[config.mk]
export PLATFORM = sky130hd
export DESIGN_NAME = wb_byte_bridge
export DESIGN_NICKNAME = d
export VERILOG_FILES = /design/src/rtl/wb_byte_bridge.sv
export SDC_FILE = /design/constraint.sdc
export NUM_CORES = 1
export LEC_CHECK = 0
export ABC_AREA = 1
export CORE_AREA = 2 2 165 167
export CTS_CLUSTER_SIZE = 20
export DETAILED_ROUTE_END_ITERATION = 8
export DIE_AREA = 0 0 167 169
export GPL_ROUTABILITY_DRIVEN = 0
export MAX_ROUTING_LAYER = met4
export PLACE_DENSITY_LB_ADDON = 0.3
export SLEW_MARGIN = 20
export SYNTH_ARGS = -nofsm -noshare
export SYNTH_HDL_FRONTEND = slang
export SYNTH_SLANG_ARGS = --single-unit
[constraint.sdc]
create_clock -name clk -period 7.8 [get_ports clk]
set_input_delay 1.56 -clock clk [delete_from_list [all_inputs] [get_ports clk]]
set_output_delay 1.56 -clock clk [all_outputs]
set_load 0.05 [all_outputs]
[src/rtl/wb_byte_bridge.sv]
module wb_byte_bridge #(
  parameter logic [31:0] BASE     = 32'h2600_0000,
  parameter int          WIN_BITS = 24,
  parameter int          NREGS    = 32
) (
  input  logic        clk,
  input  logic        rst,
  input  logic        wb_cyc,
  input  logic        wb_stb,
  input  logic        wb_we,
  input  logic [3:0]  wb_sel,
  input  logic [31:0] wb_adr,
  input  logic [31:0] wb_wdat,
  output logic [31:0] wb_rdat,
  output logic        wb_ack
);
  localparam int IDXW = $clog2(NREGS);

  typedef enum logic [1:0] {S_IDLE, S_BUSY, S_ACK} st_t;

  st_t                 st;
  logic [1:0]          step;
  logic [WIN_BITS-3:0] wadr;
  logic                we_q;
  logic [3:0]          sel_q;
  logic [31:0]         wd_q;
  logic [31:0]         rd_q;
  logic [7:0]          regs [NREGS];

  function automatic logic [7:0] rst_val(int k);
    return 8'((k * 37 + 5) % 256);
  endfunction

  wire                hit    = wb_adr[31:WIN_BITS] == BASE[31:WIN_BITS];
  wire                req    = wb_cyc && wb_stb && hit;
  wire [WIN_BITS-1:0] off    = {wadr, step};
  wire                mapped = off < WIN_BITS'(NREGS);
  wire [IDXW-1:0]     idx    = off[IDXW-1:0];
  wire [7:0]          cur    = mapped ? regs[idx] : 8'h00;

  always_ff @(posedge clk) begin
    if (rst) begin
      st    <= S_IDLE;
      step  <= 2'd0;
      wadr  <= '0;
      we_q  <= 1'b0;
      sel_q <= 4'd0;
      wd_q  <= 32'd0;
      rd_q  <= 32'd0;
      for (int k = 0; k < NREGS; k++) regs[k] <= rst_val(k);
    end else begin
      case (st)
        S_IDLE: if (req) begin
          st    <= S_BUSY;
          step  <= 2'd0;
          wadr  <= wb_adr[WIN_BITS-1:2];
          we_q  <= wb_we;
          sel_q <= wb_sel;
          wd_q  <= wb_wdat;
        end
        S_BUSY: begin
          rd_q[8*step +: 8] <= cur;
          if (we_q && sel_q[step] && mapped) regs[idx] <= wd_q[8*step +: 8];
          step <= step + 2'd1;
          if (step == 2'd3) st <= S_ACK;
        end
        default: st <= S_IDLE;
      endcase
    end
  end

  assign wb_ack  = st == S_ACK;
  assign wb_rdat = rd_q;


  ack_single_chk: assert property (@(posedge clk) disable iff (rst)
    wb_ack |=> !wb_ack);


  ack_after_last_step_chk: assert property (@(posedge clk) disable iff (rst)
    wb_ack |-> $past(st == S_BUSY && step == 2'd3));


  step_advance_chk: assert property (@(posedge clk) disable iff (rst)
    (st == S_BUSY && step != 2'd3) |=> (st == S_BUSY && step == $past(step) + 2'd1));


  outside_idle_chk: assert property (@(posedge clk) disable iff (rst)
    (st == S_IDLE && !hit) |=> st != S_ACK && step == $past(step));


  idle_no_ack_chk: assert property (@(posedge clk) disable iff (rst)
    (st == S_IDLE) |=> !wb_ack);
endmodule

# After elaboration in Yosys (flattened, before gate mapping)

Memory sizes are Yosys's and may differ from the RTL's.
Cells that the tools add are included.

Add/subtract/negate cells: 2
$lt $le $gt $ge: 2
Equality and inequality tests: 6
Shifts and indexed selects: 3
Mux-type cells: 18
Reductions and logical operators: 10

Operators by type and width:

| operator                                                                 | number |
|---|---|
| 5-bit negation with 34-bit output                                        | 1 |
| 8-bit by 34-bit variable shift with 32-bit output (first input constant) | 1 |
| 8-bit by 34-bit indexed part select with 32-bit output                   | 1 |
| 32-bit bitwise mux                                                       | 1 |
| 32-bit by 6-bit indexed part select with 8-bit output                    | 1 |
| 24-bit by 6-bit < comparator with 1-bit output (second input constant)   | 1 |
| 8-bit two-way mux                                                        | 2 |
| 8-bit by 6-bit equality test with 1-bit output (second input constant)   | 1 |
| 1-bit two-way mux                                                        | 8 |
| 2-bit one-hot mux with 2 select lines                                    | 2 |
| 8-bit OR reduction                                                       | 1 |
| 2-bit two-way mux                                                        | 3 |
| 2-bit AND reduction                                                      | 3 |
| 5-bit two-way mux                                                        | 1 |
| 2-bit equality test (second input constant)                              | 2 |
| 1-bit logical AND                                                        | 4 |
| 2-bit != test (second input constant)                                    | 2 |
| 2-bit by 3-bit < comparator with 1-bit output (second input constant)    | 1 |
| 2-bit by 1-bit adder with 2-bit output (second input constant)           | 1 |
| 1-bit binary-select mux with 2-bit select                                | 1 |
| 2-bit by 1-bit equality test with 1-bit output (second input constant)   | 1 |
| 2-bit zero test                                                          | 1 |
| 2-bit nonzero test                                                       | 1 |

Flip-flop bits (word level): 95
Bits in writable memories: 256
Input bits: 73
Word-level logic and storage cells: 49
Memories: 1

Memory list:

| memory | depth | width | rd ports | clocked after Yosys merged registers in | write ports | RTL line | source |
|---|---|---|---|---|---|---|---|
| regs   | 32    | 8     | 1        | 0                                       | 32          | 28       | `logic [7:0] regs [NREGS];` |

# Longest topological paths before layout

Word-level depth: 10
Mapped depth: 14
Mapped depth without buffers: 11

# Worst setup path before layout

OpenSTA, ideal clock, no wires.

Path kind: in2reg
Start point: input rst
End point: memory regs[5][0], enable pin
Arrival: 3089 ps
Data required time: 7471 ps
Path slack: 4383 ps
Cell stages on the path: 8
Cells stage by stage: clkbuf_1 > inv_1 > nand3_1 > a211oi_4 > nand2_4 > nor2_4 > inv_1 > nand2_1

RTL lines:

| what            | RTL line | source |
|---|---|---|
| start, declared | 7        | `input logic rst,` |
| end, declared   | 28       |  |

==> results.sh <==
export IMPL_status="completed"
export IMPL_io_buffer_count=103
export IMPL_cts_made_buffers=37
export IMPL_cp_data_arrival_time_ps=4000
export IMPL_design_area_um2=17990
export IMPL_r2r_start="step[0]$_SDFFE_PP0P_"
export IMPL_nets=1899
export IMPL_cts_buffer_depth=3
export IMPL_dp_hpwl_um=23880
export IMPL_hold_buffers=0
export IMPL_syn_area_um2=15670
export IMPL_cts_num_sinks=351
export IMPL_yosys_area_top_type="edfxtp_1"
export IMPL_cts_setup_buffers=0
export IMPL_critPathRequiredTime_ps=7980
export IMPL_maxCapViolCount=0
export IMPL_fp_dieH_um=169
export IMPL_slowest_delay_ps=800
export IMPL_grt_setup_unrepaired="no"
export IMPL_leakage_nw=6.252
export IMPL_setup_viol=0
export IMPL_avgSynthCellArea_um2=8.874
export IMPL_grt_pass1_wl_um=61710
export IMPL_ios=106
export IMPL_slew_headroom_pct=31.71
export IMPL_place_area_um2=16850
export IMPL_hold_path_class="reg2reg"
export IMPL_synthArstFlopShare_pct=0
export IMPL_vias=12480
export IMPL_synth_edf_count=256
export IMPL_seq_area_frac_synth_pct=61.19
export IMPL_area_growth_pct=14.79
export IMPL_synth_top_area_share_pct=49.05
export IMPL_cp_start_kind="register"
export IMPL_synth_area_leaders="edfxtp_1 49%, nand2_1 15%, dfxtp_1 12%, nor2_1 7.1%, nand3_1 5.0%"
export IMPL_cts_resized_gates=0
export IMPL_yosys_warnings=0
export IMPL_synthesis_nets=1845
export IMPL_yosysMostFrequentCell="nand2_1"
export IMPL_cpMaxStageDelayCell="inv_4"
export IMPL_synthCells=1766
export IMPL_grt_antenna_before_repair=0
export IMPL_cp_end_kind="register"
export IMPL_critPathLaunch="step[0]$_SDFFE_PP0P_"
export IMPL_core_area_um2=26500
export IMPL_hold_viol=0
export IMPL_cts_tree="built"
export IMPL_grt_pass1_vias=11750
export IMPL_cp_cell_sequence="inv_4, buf_4, ha_1, nand2_4, nor2_4, inv_1, nand2_1"
export IMPL_overflow=0
export IMPL_drtPass1Iterations=6
export IMPL_routed_wl_um=39330
export IMPL_fp_dieW_um=167
export IMPL_setup_tns_ps=0
export IMPL_grt_usage_pct=28.77
export IMPL_grt_max_degree=102
export IMPL_min_period_ps=3820
export IMPL_synth_top_cells_by_count="610 x nand2_1, 296 x nor2_1, 256 x edfxtp_1"
export IMPL_clk_pin_slew_ps=60
export IMPL_cts_htree_levels=2
export IMPL_worstRegToRegCells=7
export IMPL_clkLatencyLatePin_ps=530
export IMPL_worst_path_buf_inv=3
export IMPL_drive_gt1_share_pct=6.010
export IMPL_ant_nets=0
export IMPL_drt_iter0_markers=1747
export IMPL_path_max_fanout=101
export IMPL_diodes=0
export IMPL_crit_family="buffers and inverters"
export IMPL_critPathKind="reg2reg"
export IMPL_fmax_mhz=261.8
export IMPL_clock_skew_final_ps=18.82
export IMPL_report_final_slew_viol_count=0
export IMPL_via_per_inst=5.702
export IMPL_holdCritStartpoint="wd_q[7]$_SDFFE_PP0P_"
export IMPL_synthFlopType="edfxtp_1"
export IMPL_whs_path_depth=2
export IMPL_die_area_um2=28220
export IMPL_drt_wirelength_per_cell_um=17.97
export IMPL_p_per_area_nw_per_um2=211.2
export IMPL_peakVddDrop_v=0.0002316
export IMPL_initial_core_util_pct=59.14
export IMPL_synth_distinct_cells=29
export IMPL_path_depth=7
export IMPL_synth_seq_cells=351
export IMPL_tightest_slew_ps=1024
export IMPL_fin_crit_sh_pct=48.97
export IMPL_num_rows=60
export IMPL_drc_errors=0
export IMPL_cts_root_buf="clkbuf_16"
==> layout make-up <==
| cell class | count | area (um2) |
|---|---|---|
| inverters | 53 | 201.4 |
| well taps | 341 | 426.7 |
| clock buffers | 49 | 1005 |
| repair buffers | 120 | 1159 |
| clock inverters | 17 | 132.6 |
| multi-input cells | 1257 | 5470 |
| fillers | 2040 | 8512 |
| flip-flops and latches | 351 | 9594 |
==> worst paths after layout <==
check                                    to  slack, ps
hold / removal         wd_q[7]$_SDFFE_PP0P_        450
hold reg to reg        wd_q[7]$_SDFFE_PP0P_        450
setup reg to reg  regs[20][0]$_SDFFCE_PN1P_       3980
setup / recovery  regs[20][0]$_SDFFCE_PN1P_       3980
==> sequential cells by signal (all words and copies together) (netlist names) <==
register and count:
regs 256, wb_rdat 32, wd_q 32, wadr 22, sel_q 4, st 2, step 2, we_q 1
==> worst register-to-register path: stages (launching register included) <==
cell	delay, ps
dfxtp_4	520
inv_4	820
buf_4	660
ha_1	500
nand2_4	300
nor2_4	260
inv_1	120
nand2_1	300
==> placed cells by master (no fill, tap or decap), types with 22 or more instances in the layout <==
master           instances
edfxtp_1               256
dfxtp_1                 93
inv_1                   42
nor2_1                 296
o21ai_0                 63
a21oi_1                 63
nand2_1                609
nor2_4                  22
nand3_1                158
clkdlybuf4s50_1        103
clkbuf_16               38
==> power by group <==
group / internal (mW) / leakage [nW] / switching, mW
combinational: 0.0434 / 2.73 / 0.0592
sequential: 2.02 / 2.97 / 0.00728
clock: 0.970 / 0.554 / 0.702
total: 3.03 / 6.25 / 0.769
==> stage by stage <==
step / hold WS [ps] / std cells / util (%) / total power, mW / setup WS [ps]
global placement: 438.5 / 2122 / 63.59 / 2.162 / 3593
detailed placement: 445.2 / 2122 / 63.59 / 2.165 / 3546
finish: 450.0 / 2188 / 67.88 / 3.800 / 3980
CTS: 453.8 / 2188 / 67.88 / 3.809 / 4017
floorplan: 424.4 / 1766 / - / 2.111 / 4383
global route: 480.6 / 2188 / 67.88 / 3.892 / 3759
==> metal layers <==
layer | vias up | track usage [%] | part of all wire [%]
li1 | 5917 | - | -
met2 | 644 | 46.14 | 48
met4 | 0 | 11.99 | 4.4
met3 | 139 | 4.466 | 9.0
met5 | - | - | 0
met1 | 5775 | 36.92 | 39
==> kinds of logic after synthesis <==
logic type,Yosys count,share of synthesized area [%]
AO/OA/AOI/OAI,137,4.719
adder cells (fa/ha/maj),6,0.4790
AND/OR/NAND/NOR,1114,29.62
buffers and inverters,158,3.992
flip-flops,351,61.19
No activity file was read; power rests on OpenSTA's default activity.
